==> src/rtl/dimPkg.sv <==
package dimPkg;
  localparam int NUM_GRP = 4;
  localparam int NUM_CH  = 6;

  typedef struct packed {
    logic shiftEn;
    logic bitVal;
    logic commit;
  } dimCtl_t;
endpackage

==> src/rtl/dim_sync.sv <==
module dim_sync #(
  parameter int WIDTH = 3,
  parameter int DEPTH = 2
) (
  input  logic             clk,
  input  logic             rstN,
  input  logic [WIDTH-1:0] din,
  output logic [WIDTH-1:0] dout
);
  logic [WIDTH-1:0] stage [DEPTH];

  for (genvar s = 0; s < DEPTH; s++) begin : g_stage
    if (s == 0) begin : g_first
      always_ff @(posedge clk or negedge rstN)
        if (!rstN) stage[s] <= '0;
        else       stage[s] <= din;
    end else begin : g_next
      always_ff @(posedge clk or negedge rstN)
        if (!rstN) stage[s] <= '0;
        else       stage[s] <= stage[s-1];
    end
  end

  assign dout = stage[DEPTH-1];
endmodule

==> src/rtl/dim_serial_ctrl.sv <==
module dim_serial_ctrl
  import dimPkg::*;
#(
  parameter int DUTY_W     = 8,
  parameter int SYNC_DEPTH = 2
) (
  input  logic       clk,
  input  logic       rstN,
  input  logic       modeDirect,
  input  logic [2:0] serIn,
  output dimCtl_t    ctl
);
  localparam int FRAME_BITS = NUM_GRP * DUTY_W;
  localparam int CNT_W      = $clog2(FRAME_BITS + 2);
  localparam logic [CNT_W-1:0] FULL_CNT = CNT_W'(FRAME_BITS);
  localparam logic [CNT_W-1:0] OVER_CNT = CNT_W'(FRAME_BITS + 1);

  logic [2:0]       serSync;
  logic             prevSclk;
  logic             prevEof;
  logic             sclkRise;
  logic             eofFall;
  logic [CNT_W-1:0] bitCnt;

  dim_sync #(.WIDTH(3), .DEPTH(SYNC_DEPTH)) i_sync (
    .clk (clk),
    .rstN(rstN),
    .din (serIn),
    .dout(serSync)
  );

  always_ff @(posedge clk or negedge rstN)
    if (!rstN) begin
      prevSclk <= 1'b0;
      prevEof  <= 1'b0;
    end else begin
      prevSclk <= serSync[1];
      prevEof  <= serSync[2];
    end

  assign sclkRise = serSync[1] & ~prevSclk;
  assign eofFall  = ~serSync[2] & prevEof;

  always_comb begin
    ctl.shiftEn = !modeDirect && sclkRise;
    ctl.bitVal  = serSync[0];
    ctl.commit  = !modeDirect && eofFall && (bitCnt == FULL_CNT);
  end

  // counter saturates one past a full frame so long frames are rejected
  always_ff @(posedge clk or negedge rstN)
    if (!rstN)                          bitCnt <= '0;
    else if (modeDirect || eofFall)     bitCnt <= '0;
    else if (sclkRise && bitCnt != OVER_CNT) bitCnt <= bitCnt + 1'b1;
endmodule

==> src/rtl/dim_datapath.sv <==
module dim_datapath
  import dimPkg::*;
#(
  parameter int DUTY_W = 8
) (
  input  logic              clk,
  input  logic              rstN,
  input  logic              modeDirect,
  input  logic [NUM_GRP-1:0] dimIn,
  input  dimCtl_t           ctl,
  output logic [NUM_CH-1:0] chanOut
);
  localparam int FRAME_BITS = NUM_GRP * DUTY_W;
  localparam logic [DUTY_W-1:0] CNT_LAST = '1;

  logic [FRAME_BITS-1:0] shiftReg;
  logic [FRAME_BITS-1:0] pendDuty;
  logic [FRAME_BITS-1:0] actDuty;
  logic [DUTY_W-1:0]     pwmCnt;
  logic [NUM_GRP-1:0]    grpPwm;
  logic [NUM_GRP-1:0]    grpOut;

  // bits enter at the top, so the first bit ends at position 0
  always_ff @(posedge clk or negedge rstN)
    if (!rstN)            shiftReg <= '0;
    else if (ctl.shiftEn) shiftReg <= {ctl.bitVal, shiftReg[FRAME_BITS-1:1]};

  always_ff @(posedge clk or negedge rstN)
    if (!rstN)           pendDuty <= '0;
    else if (ctl.commit) pendDuty <= shiftReg;

  always_ff @(posedge clk or negedge rstN)
    if (!rstN) pwmCnt <= '0;
    else       pwmCnt <= pwmCnt + 1'b1;

  // load on the last count so the new value governs a whole period
  always_ff @(posedge clk or negedge rstN)
    if (!rstN)                  actDuty <= '0;
    else if (pwmCnt == CNT_LAST) actDuty <= pendDuty;

  for (genvar g = 0; g < NUM_GRP; g++) begin : g_pwm
    assign grpPwm[g] = pwmCnt < actDuty[g*DUTY_W +: DUTY_W];
  end

  assign grpOut  = modeDirect ? dimIn : grpPwm;
  assign chanOut = {grpOut[3], grpOut[2], grpOut[1], grpOut[1], grpOut[0], grpOut[0]};
endmodule

==> src/rtl/dim_frame_ctrl.sv <==
module dim_frame_ctrl
  import dimPkg::*;
#(
  parameter int DUTY_W     = 8,
  parameter int SYNC_DEPTH = 2
) (
  input  logic       clk,
  input  logic       rstN,
  input  logic       modeDirect,
  input  logic [3:0] dimIn,
  output logic [5:0] chanOut
);
  dimCtl_t ctl;

  dim_serial_ctrl #(.DUTY_W(DUTY_W), .SYNC_DEPTH(SYNC_DEPTH)) i_ctrl (
    .clk       (clk),
    .rstN      (rstN),
    .modeDirect(modeDirect),
    .serIn     (dimIn[2:0]),
    .ctl       (ctl)
  );

  dim_datapath #(.DUTY_W(DUTY_W)) i_dp (
    .clk       (clk),
    .rstN      (rstN),
    .modeDirect(modeDirect),
    .dimIn     (dimIn),
    .ctl       (ctl),
    .chanOut   (chanOut)
  );
endmodule

==> config.mk <==
export PLATFORM = sky130hd
export DESIGN_NAME = dim_frame_ctrl
export DESIGN_NICKNAME = d
export VERILOG_FILES = /design/src/rtl/dimPkg.sv /design/src/rtl/dim_sync.sv /design/src/rtl/dim_serial_ctrl.sv /design/src/rtl/dim_datapath.sv /design/src/rtl/dim_frame_ctrl.sv
export SDC_FILE = /design/constraint.sdc
export NUM_CORES = 1
export LEC_CHECK = 0
export CAP_MARGIN = 30
export CORE_MARGIN = 1.5
export CORE_UTILIZATION = 55
export DETAILED_ROUTE_END_ITERATION = 7
export PLACE_DENSITY_LB_ADDON = 0.1
export SETUP_SLACK_MARGIN = 0.05
export SLEW_MARGIN = 10
export SYNTH_ARGS = -nofsm -noshare
export SYNTH_HDL_FRONTEND = slang
export SYNTH_SLANG_ARGS = --single-unit
export TNS_END_PERCENT = 20
==> constraint.sdc <==
create_clock -name clk -period 3.44 [get_ports clk]
set_clock_uncertainty 0.05 [all_clocks]
set_input_delay 0.688 -clock clk [delete_from_list [all_inputs] [get_ports clk]]
set_output_delay 0.688 -clock clk [all_outputs]
set_load 0.01 [all_outputs]
## Word-level counts from Yosys, hierarchy flattened

Cells that the tools add are included.
W data, S select, Z words.

- Output and inout port bits: 6
- Bits in registers: 118
- Logic and storage cells: 32
- Input port bits: 7

- Bitwise logic cells: 4
- Reductions and logical operators: 7
- Muxes and demuxes: 3
- Equality and inequality tests: 3
- Order comparisons: 4
- Add/subtract/negate cells: 2

Operators by type and width:

| kind | number |
|---|---|
| $lt A8 B8 Y1 | 4 |
| $mux W6 | 2 |
| $add A8 B1 Y8 const B | 1 |
| $eq A8 B8 Y1 const B | 1 |
| $add A6 B1 Y6 const B | 1 |
| $eq A6 B6 Y1 const B | 1 |
| $ne A6 B6 Y1 const B | 1 |
| $logic_and A1 B1 Y1 | 4 |
| $mux W4 | 1 |
| $and A1 B1 Y1 | 2 |
| $not A1 Y1 | 2 |
| $reduce_bool A2 Y1 | 1 |
| $logic_not A1 Y1 | 1 |
| $logic_or A1 B1 Y1 | 1 |

## Logic depth before layout (Yosys ltp)

Gate-level depths: netlist of the first run.

- Word-level depth: 5
- Mapped depth: 6
- Mapped depth without buffers: 5

## Modules after synthesis

Synthesis of the first run repeated with hierarchy kept, for this count alone.

- Cells, all modules: 386
- Area total of the unflattened synthesis: 5383.9 um2

Modules (own cells, without submodules):

| module | cells each | area each (um2) | times used | seq. area each (um2) |
|---|---|---|---|---|
| dim_datapath | 332 | 4772.1 | 1 | 2602.5 |
| dim_serial_ctrl | 45 | 439.2 | 1 | 200.2 |
| dim_sync | 9 | 172.7 | 1 | 150.1 |

## Least setup slack after synthesis of the first run

No wires, ideal clock.

- Kind: in2out
- From: in modeDirect
- To: out chanOut[3]
- Cell stages on the path: 5
- Data arrival time: 1.585 ns
- Data required time: 2.702 ns
- Path buffers: 2
- Setup slack: 1.117 ns
- Path through: clkbuf_1 nand2_1 nor3b_1 a22oi_1 buf_4

- Longest elaborated chain between the ends: 1

Ends and longest elaborated chain:

| item | line | RTL |
|---|---|---|
| from (decl) | dim_frame_ctrl.sv:9 | `input logic modeDirect,` |
| $mux W4 | dim_datapath.sv:45 | `assign grpOut = modeDirect ? dimIn : grpPwm;` |
| to (decl) | dim_frame_ctrl.sv:11 | `output logic [5:0] chanOut` |

No other way between the ends.

## Worst setup path after layout of the first run

- From: reg i_dp.pwmCnt[5]
- To: out chanOut[2]

- Longest elaborated chain between the ends: 2

Ends and longest elaborated chain:

| item | line | RTL |
|---|---|---|
| from (decl) | dim_datapath.sv:19 | `logic [DUTY_W-1:0] pwmCnt;` |
| from (signal assigned) | dim_datapath.sv:34 | `else pwmCnt <= pwmCnt + 1'b1;` |
| $lt A8 B8 Y1 | dim_datapath.sv:42 | `assign grpPwm[g] = pwmCnt < actDuty[g*DUTY_W +: DUTY_W];` |
| $mux W4 | dim_datapath.sv:45 |  |

No other way between the ends.

==> results.md, run 1 <==
* Status: finished clean
* Chip Height at ~100 um
* Clock buffer depth at 2
* Worst skew pair latency at ~0.52 ns
* Clock Tree Root: clkbuf_8
* Die X-Extent at ~100 um
* Mean Syn Cell Area at approximately 14 um2
* Worst Tran Pin Value at 0.761 ns
* Initial antenna violation count at 0
* R2r setup slk at 1.44 ns
* I/O pin cnt at 13
* PwrDens at approximately 540 nW/um2
* Drt first pass iters at 4
* Post-CTS setup repair buffer count at 0
* Global Route Usage Sum at 0.199
* Routed length per instance at between 15 and 20 um
* Largest net degree at the start of global routing at 61
* DRT iter0 DRCs at 86
* CP Class: flop to primary output
* Mux cell area share after synthesis at 0.227
* DR top layer: met4
* Met1 Routed Length at about 4200 um
* FMAX at roughly 0.31 GHz
* TritonCTS clock tree: yes
* Core ar. at 9330 um2
* CTS Buf Count at 17
* Vias in the first global route at ~3200
* Synth Area in XOR/XNOR at 0.00982
* Arr. time, crit path at 2.53 ns
* DRC viols at 0
* Crit path launch type: flop
* Grt total ovfl at 0
* CP startpoint: i_dp.pwmCnt[5]
* Yosys Warn Count at 0
* Fraction of final layout cells sized beyond drive strength 1 at 0.331
* # diodes at 0
* Syn Nets at ~430
* First-pass GRT wire length at roughly 15000 um
* Placer Congestion at between 0.8 and 0.9
* Post-synthesis compound-gate area fraction at 0.0353
* Distinct cells, synth at 30
* Worst path required time at roughly 2.7 ns
* Worst hold path class: input port to asynchronous set/reset pin
* Synth Instances at between 300 and 400
* H-tree Lvls at 4
* Commonest non-fill, non-tap cell in the layout: dfrtp_1
* Clk slew on worst S/H paths at 0.05 ns
* Maxcap violations at 0
* Die area at between 10000 and 15000 um2
* Most common flop cell mapped by yosys: dfrtp_1
* Initial Util at 0.574
* Clk sinks at roughly 120
* Leakage Power at roughly 3.0 nW
* Post-CTS Hold Buffers at 0
* NumNets Final at 452
* Post-Route WL at between 8000 and 9000 um
* Vias per cell at around 5.4
* CP endpoint kind: primary output
* Via count at approximately 3000
* Worst reg2reg path endpoint: i_dp.pendDuty[0]
* Final Hold Viols at 0
* Final Hold Slack at a little under 0.2 ns
* Port bufs at 12
* Worst Path Max Fanout at 7
* Min Clock Period, post-route at between 3 and 4 ns
* Pins Over Slew Limit at 0
* Met2 wire len at ~4300 um
* Met3 wire length at ~290 um
* Synth Area in Simple Gates at 0.0622
* Relative slew slack at 0.493
* Synth Area in Adders at 0.0748
* Setup-failing EPs final at 0
* Cell depth of the worst flop-to-flop path at 6
* Post-synthesis sequential area ratio at 0.552
* Final HPWL DP at 5730 um
* Setup_tns at 0 ns
* Fin crit share at 0.950
* Area delta synth->final at 16.2%
* Max VDD drop at ~0.46 mV
* Crit Reg-Reg Startpoint: i_ctrl.bitCnt[0]
* Number of synthesized flops with an enable pin at 0
* RSZ-0062 raised after global routing: false
* Final ANT Viol Nets at 0
* Row count at 35
* Register bit total from synthesis at 118
* Most frequent cells in the layout: 117 x dfrtp_1, 66 x mux2_2, 32 x inv_1, 32 x ha_1, 30 x mux2_4
* Fillers at 682
* Synth Cell Area at 5350 um2
* Ys async rst share at 1.00
* Worst setup endpoint: chanOut[2]
* Largest family of logic cells by synthesized area: multiplexers
[what timing repair did]
action / CTS / global route
endpoints found under the hold margin: 0 / 0
resized for setup: 1 / 3
endpoints found under the setup margin: 2 / 2
[critical path, cell delays in order (launching register included)]
cell             delay [ns]
dfrtp_2                0.49
ha_1                   0.35
a211oi_1               0.20
o21ai_0                0.12
a22oi_1                0.27
clkdlybuf4s50_1        0.59
[per-layer routing]
| layer | vias to the layer above | track usage |
|---|---|---|
| met5 | - | 0 |
| li1 | 1423 | - |
| met4 | 0 | 0.0791 |
| met1 | 1516 | 0.246 |
| met3 | 15 | 0.0697 |
| met2 | 31 | 0.321 |
[state kept, by name (all words and copies together), names as in the netlist]
| signal | cells |
|---|---|
| i_ctrl.i_sync.dout | 3 |
| i_dp.pwmCnt | 8 |
| i_dp.pendDuty | 32 |
| i_ctrl.prevSclk | 1 |
| i_ctrl.i_sync.stage | 3 |
| i_dp.shiftReg | 32 |
| i_dp.actDuty | 32 |
| i_ctrl.prevEof | 1 |
| i_ctrl.bitCnt | 6 |
[how the worst min path moves through the flow]
stage	startpoint	endpoint
3_3_place_gp	i_ctrl.i_sync.stage[5]	i_ctrl.i_sync.dout[2]
2_1_floorplan	i_ctrl.i_sync.stage[3]	i_ctrl.i_sync.dout[0]
5_1_grt	rstN	i_ctrl.bitCnt[2]
6_report	rstN	i_ctrl.bitCnt[2]
4_1_cts	rstN	i_ctrl.bitCnt[2]
3_5_place_dp	i_ctrl.i_sync.stage[3]	i_ctrl.i_sync.dout[0]
[power by group]
group | internal, mW | leakage (nW) | switching, mW
clock network | 1.16 | 0.285 | 0.620
logic | 0.0617 | 1.14 | 0.0577
registers | 1.44 | 1.60 | 0.0352
total | 2.66 | 3.03 | 0.713
[logic make-up after synthesis]
logic type | Yosys count
AO/OA/AOI/OAI | 33
XOR/XNOR | 6
adder cells (fa/ha/maj) | 32
buffers and inverters | 44
flip-flops | 118
multiplexers | 98
AND/OR/NAND/NOR | 57
[final cells by class]
cell class,instances,area (um2),share of cell area
well taps,129,161,0.0259
clock buffers,20,455,0.0732
clock inverters,12,151,0.0243
inverters,32,120,0.0193
repair buffers,18,180,0.0290
multi-input cells,226,2200,0.353
flip-flops and latches,118,2950,0.475
[stage by stage]
stage | utilization | setup slack (ns) | area, um2 | std cells | total power, mW
after detailed placement | 0.601 | 0.181 | 5600 | 523 | 1.62
after floorplan | - | 1.12 | 5350 | 388 | 1.56
after global placement | 0.601 | 0.204 | 5600 | 523 | 1.62
final | 0.667 | 0.172 | 6220 | 555 | 3.37
after global routing | 0.667 | 0.0733 | 6220 | 555 | 3.49
after CTS | 0.666 | 0.0686 | 6210 | 555 | 3.41
[synth_stat cells, types with 5 or more instances]
| master | number | area share |
|---|---|---|
| nor3b_1 | 8 | 0.011 |
| nand2_1 | 7 | 0.0049 |
| nand4_1 | 5 | 0.0058 |
| mux2_2 | 66 | 0.14 |
| nand3b_1 | 5 | 0.0070 |
| buf_4 | 5 | 0.0070 |
| o21ai_0 | 19 | 0.018 |
| nor2_1 | 16 | 0.011 |
| ha_1 | 32 | 0.075 |
| nand3_1 | 5 | 0.0047 |
| dfrtp_1 | 118 | 0.55 |
| a21oi_1 | 5 | 0.0047 |
| mux2_4 | 30 | 0.084 |
| inv_1 | 32 | 0.022 |
(Power assumes the default switching activity.)
==> run 2: changes to the inputs <==
CORE_MARGIN = 2   (was 1.5)
SLEW_MARGIN = not set   (was 10)
==> run 2 against run 1 <==
  * Sequential cell count stayed put
  * First-iteration DRC count did not move
  * Cell area up 0.22%
  * Sequential share of layout area shrank 0.10 points
==> results.md, run 2 (same netlist as run 1, synthesis figures left out) <==
* Pins Over Slew Limit at 0 (unchanged)
* Status: finished clean
* Worst reg2reg path endpoint: i_dp.pendDuty[0]
* Relative slew slack at 0.415 (-0.0781)
* CP Class: input port to primary output
* CP Cell Sequence: clkdlybuf4s50_1 -> buf_4 -> nor2_1 -> o21ai_0 -> a22oi_1 -> clkdlybuf4s50_1
* Min Clock Period, post-route at 3.27 ns (+0.00130 ns)
* Vias per cell at 5.35 (-0.53%)
* Drt first pass iters at 4 (unchanged)
* Design area at 6230 um2 (+0.22%)
* Cell depth of the worst flop-to-flop path at 6 (unchanged)
* PwrDens at 546 nW/um2 (+0.82%)
* Clock Tree Root: clkbuf_8
* Setup_tns at 0 ns (unchanged)
* Worst setup endpoint: chanOut[5]
* Via count at 2996 (+0.37%)
* Worst Tran Pin Value at 0.878 ns (+0.117 ns)
* Arr. time, crit path at 2.53 ns (about the same)
* CP endpoint kind: primary output
* Worst skew pair latency at 0.52 ns (about the same)
* Met2 wire len at 4340 um (+2.1%)
* R2r setup slk at 1.44 ns (about the same)
* Maxcap violations at 0 (unchanged)
* DR top layer: met4
* Worst path max stage delay at 0.62 ns (+0.03 ns)
* Placer Congestion at 0.784 (-4.0%)
* Crit Reg-Reg Startpoint: i_ctrl.bitCnt[0]
* Fraction of final layout cells sized beyond drive strength 1 at 0.330 (-0.000775)
* RSZ-0062 raised after global routing: true
* Die X-Extent at 103 um (+0.98%)
* Post-Route WL at 9070 um (+2.2%)
* Max VDD drop at 0.404 mV (-11%)
* Post-CTS resize count at 0 (-1)
* # diodes at 0 (unchanged)
* Met3 wire length at 252 um (-12%)
* Met1 Routed Length at 4310 um (+3.1%)
* Crit path buf inv count at 3 (+2)
* Routed length per instance at 16.2 um (+1.3%)
* Post-CTS Hold Buffers at 0 (unchanged)
* I/O pin cnt at 13 (unchanged)
* Crit path launch type: input port
* Grt total ovfl at 0 (unchanged)
* Clk sinks at 118 (unchanged)
* Area delta synth->final at 16.5%
* Worst hold path class: input port to asynchronous set/reset pin
* Port bufs at 12 (unchanged)
* Commonest non-fill, non-tap cell in the layout: dfrtp_1
* Final Hold Slack at 0.239 ns (+0.0459 ns)
* Final Hold Viols at 0 (unchanged)
* NumNets Final at 453 (+0.22%)
* Chip Height at 103 um (+0.98%)
* Most frequent cells in the layout: 117 x dfrtp_1, 66 x mux2_2, 32 x inv_1, 32 x ha_1, 30 x mux2_4
* Fin crit share at 0.950 (about the same)
* Final ANT Viol Nets at 0 (unchanged)
* Setup-failing EPs final at 0 (unchanged)
* Clk slew on worst S/H paths at 0.05 ns (about the same)
* Die area at 10500 um2 (+2.0%)
* Vias in the first global route at 3162 (-0.66%)
* H-tree Lvls at 4 (unchanged)
* Delay-heaviest family, CP: buffers and inverters
* Most Frequent Cell on Critical Path: clkdlybuf4s50_1
* Total chip power at 3.41 mW (+1.0%)
* Core ar. at 9590 um2 (+2.9%)
* FMAX at 0.306 GHz (about the same)
* CP startpoint: modeDirect
* Initial antenna violation count at 0 (unchanged)
* DRC viols at 0 (unchanged)
* Post-CTS setup repair buffer count at 0 (unchanged)
* Row count at 36 (+2.9%)
* Global Route Usage Sum at 0.198 (-0.000849)
* Worst Path Max Fanout at 9 (+2)
* Initial Util at 0.558 (-0.0159)
* Leakage Power at 3.03 nW (+0.20%)
* Biggest regs: i_dp.actDuty: 32 flops, i_dp.pendDuty: 32 flops, i_dp.shiftReg: 32 flops
* Worst path required time at 2.70 ns (about the same)
* Post-DP Area at 5620 um2 (+0.22%)
* Critical Path Stages at 6 (+1)
* Slowest CP cell: clkdlybuf4s50_1
* CTS Buf Count at 17 (unchanged)
* TritonCTS clock tree: yes
* DRT iter0 DRCs at 86 (unchanged)
* Final HPWL DP at 5570 um (-2.8%)
* Largest net degree at the start of global routing at 70 (+15%)
* First-pass GRT wire length at 15400 um (+0.59%)
* Clock buffer depth at 2 (unchanged)
==> run 2: changes by cell type in the layout (fill, tap and decap cells not counted) <==
cell             previous run  this run
buf_4                       6         7
clkbuf_8                    4         5
a22oi_1                     3         4
a22oi_2                     1         0
clkdlybuf4s50_1             9        10
dlymetal6s2s_1              2         1
clkinvlp_4                  5         2
clkinv_4                    1         2
inv_6                       0         1
==> run 2: through the flow <==
step	cells	util	setup slack, ns
after CTS	560	0.649	0.0726
after global placement	528	0.585	0.225
after global routing	560	0.650	0.0141
after detailed placement	528	0.585	0.187
final	560	0.650	0.171
after floorplan	388	-	1.12
==> run 2: worst reg2reg max path: cells and delay by family, from the launching register on <==
family / cells / cell delay, ns
buffers and inverters: 2 / 0.59
DFF: 1 / 0.44
muxes: 1 / 0.41
adders and majority gates: 1 / 0.20
and+or+nand+nor: 2 / 0.19
==> run 2: how the worst min path moves through the flow <==
| stage | end | cells past startpoint | from |
|---|---|---|---|
| after CTS | i_dp.shiftReg[17] | 1 | rstN |
| final | i_dp.pendDuty[28] | 1 | rstN |
| after detailed placement | i_ctrl.i_sync.dout[2] | 0 | i_ctrl.i_sync.stage[5] |
| after global routing | i_dp.pendDuty[28] | 1 | rstN |
| after floorplan | i_ctrl.i_sync.dout[0] | 0 | i_ctrl.i_sync.stage[3] |
| after global placement | i_ctrl.i_sync.dout[0] | 0 | i_ctrl.i_sync.stage[3] |
==> run 2: power by group <==
group | leakage [nW] | switching (mW) | internal [mW] | total (mW)
Combinational | 1.13 | 0.0580 | 0.0623 | 0.120
Sequential | 1.60 | 0.0371 | 1.44 | 1.48
Clock | 0.300 | 0.628 | 1.18 | 1.81
Total | 3.03 | 0.723 | 2.68 | 3.41
==> run 2: area by class of cell <==
cell class,count,area [um2]
Fill cell,742,3360
Multi-Input combinational cell,226,2190
Clock inverter,11,146
Clock buffer,21,469
Sequential cell,118,2950
Tap cell,133,166
Inverter,32,120
Timing Repair Buffer,19,185
==> run 2: metal layers <==
| metal | global-route usage | vias to the layer above |
|---|---|---|
| met5 | 0 | - |
| met4 | 0.0831 | 0 |
| met3 | 0.0637 | 15 |
| met2 | 0.312 | 35 |
| met1 | 0.254 | 1526 |
| li1 | - | 1420 |
==> run 3: changes to the inputs <==
clock period = 4.15 ns   (was 3.44 ns; I/O delays follow)
==> run 3 against run 2 <==
  * Register-to-register slack improved by 0.35 ns
  * Core utilization down 0.57 points
  * Clock-buffer cell count increased by 1
  * First-iteration DRC count decreased by 48%
  * Die area unchanged
  * Hold slack improved by 0.057 ns
  * Sequential cell count unchanged
  * Via count decreased by 1.0%
  * Non-clock buffer count is 2 lower
  * Sequential share of layout area rose by 0.40 points
  * Worst setup slack better by 0.36 ns
==> results.md, run 3 (same netlist as run 1, synthesis figures left out) <==
* Status: finished clean
* Post-Route Utilization at 0.644 (-0.00574)
* Vias per cell at 5.32 (-0.47%)
* PwrDens at 443 nW/um2 (-19%)
* Setup-failing EPs final at 0 (unchanged)
* Leakage Power at 2.99 nW (-1.3%)
* Final Hold Viols at 0 (unchanged)
* Most frequent cells in the layout: 118 x dfrtp_1, 66 x mux2_2, 32 x inv_1, 32 x ha_1, 30 x mux2_4
* Biggest regs: i_dp.actDuty: 32 flops, i_dp.pendDuty: 32 flops, i_dp.shiftReg: 32 flops
* Post-CTS resize count at 0 (unchanged)
* Row count at 36 (unchanged)
* Worst skew pair latency at 0.51 ns (about the same)
* Worst Path Max Fanout at 9 (unchanged)
* Die X-Extent at 103 um (unchanged)
* Crit path launch type: input port
* Worst path required time at 3.27 ns (+0.57 ns)
* Setup_tns at 0 ns (unchanged)
* Fin crit share at 0.873
* Port bufs at 12 (unchanged)
* Routed length per instance at 15.6 um (-3.8%)
* Worst Tran Pin Value at 0.722 ns (-0.155 ns)
* First-pass GRT wire length at 14700 um (-4.6%)
* Relative slew slack at 0.519 (+0.104)
* Worst hold path class: flop to flop
* TritonCTS clock tree: yes
* Maxcap violations at 0 (unchanged)
* NumNets Final at 451 (-0.44%)
* I/O pin cnt at 13 (unchanged)
* Largest net degree at the start of global routing at 62 (-11%)
* Post-Route WL at 8680 um (-4.3%)
* Die area at 10500 um2 (unchanged)
* Placer Congestion at 0.745 (-5.0%)
* Fraction of final layout cells sized beyond drive strength 1 at 0.316 (-0.0142)
* Clock buffer depth at 2 (unchanged)
* Min Clock Period, post-route at between 3 and 4 ns
* DRC viols at 0 (unchanged)
* H-tree Lvls at 4 (unchanged)
* Arr. time, crit path at 2.74 ns (+0.21 ns)
* Global Route Usage Sum at 0.190 (-0.00835)
* CP Class: input port to primary output
* # diodes at 0 (unchanged)
* Post-CTS Hold Buffers at 0 (unchanged)
* Drt first pass iters at 6 (+2)
* DRT iter0 DRCs at 45 (-48%)
* Vias in the first global route at 3059 (-3.3%)
* Max VDD drop at 0.265 mV (-34%)
* Clock Tree Root: clkbuf_8
* CP endpoint kind: primary output
* Initial Util at 0.558 (unchanged)
* Area delta synth->final at 15.5%
* CTS Buf Count at 17 (unchanged)
* Clk sinks at 118 (unchanged)
* FMAX at around 0.28 GHz
* Post-CTS setup repair buffer count at 0 (unchanged)
* Pins Over Slew Limit at 0 (unchanged)
* Core ar. at 9590 um2 (unchanged)
* Chip Height at 103 um (unchanged)
* Initial antenna violation count at 0 (unchanged)
* RSZ-0062 raised after global routing: false
* Clk slew on worst S/H paths at 0.05 ns (about the same)
* Via count at 2966 (-1.0%)
* Grt total ovfl at 0 (unchanged)
* Final ANT Viol Nets at 0 (unchanged)
* Commonest non-fill, non-tap cell in the layout: dfrtp_1
* Final HPWL DP at 5540 um (-0.57%)
[run 3: worst max-delay path, stage by stage]
cell and delay [ns]:
clkdlybuf4s50_1 0.77, nand2_1 0.14, nor3b_1 0.17, a22oi_1 0.23, clkdlybuf4s50_1 0.59
[run 3: cell type report]
class | instances | area (um2)
Sequential cell | 118 | 2950
Multi-Input combinational cell | 226 | 2190
Tap cell | 133 | 166
Clock buffer | 22 | 453
Clock inverter | 9 | 126
Timing Repair Buffer | 17 | 168
Fill cell | 719 | 3410
Inverter | 32 | 120
[run 3: worst paths after layout]
path	from	to	slack (ns)	cells after the start
hold reg to reg	i_ctrl.i_sync.stage[3]	i_ctrl.i_sync.dout[0]	0.30	0
setup / recovery	modeDirect	chanOut[3]	0.53	5
hold / removal	i_ctrl.i_sync.stage[3]	i_ctrl.i_sync.dout[0]	0.30	0
min in group asynchronous	rstN	i_dp.pendDuty[28]	0.32	1
max in group asynchronous	rstN	i_ctrl.bitCnt[5]	2.97	2
setup reg to reg	i_dp.pwmCnt[1]	i_dp.actDuty[18]	1.79	5
[run 3: per-layer routing]
layer	GRT usage	up-vias	wire length, um
li1	-	1411	-
met2	0.309	34	4260
met3	0.0671	13	243
met1	0.233	1508	4040
met4	0.0718	0	133
met5	0	-	0
[run 3: power breakdown]
part	switching (mW)	total, mW	internal [mW]
combinational	0.0459	0.0969	0.0510
sequential	0.0308	1.22	1.19
clock	0.477	1.41	0.938
[run 3: stage by stage]
step | hold WS, ns | power (mW) | instances | cell area (um2) | setup slack [ns]
3_3_place_gp | 0.289 | 1.34 | 526 | 5600 | 0.589
4_1_cts | 0.299 | 2.77 | 557 | 6180 | 0.513
6_report | 0.296 | 2.74 | 557 | 6180 | 0.529
2_1_floorplan | 0.281 | 1.29 | 388 | 5350 | 1.54
5_1_grt | 0.305 | 2.85 | 557 | 6180 | 0.464
3_5_place_dp | 0.287 | 1.35 | 526 | 5600 | 0.519
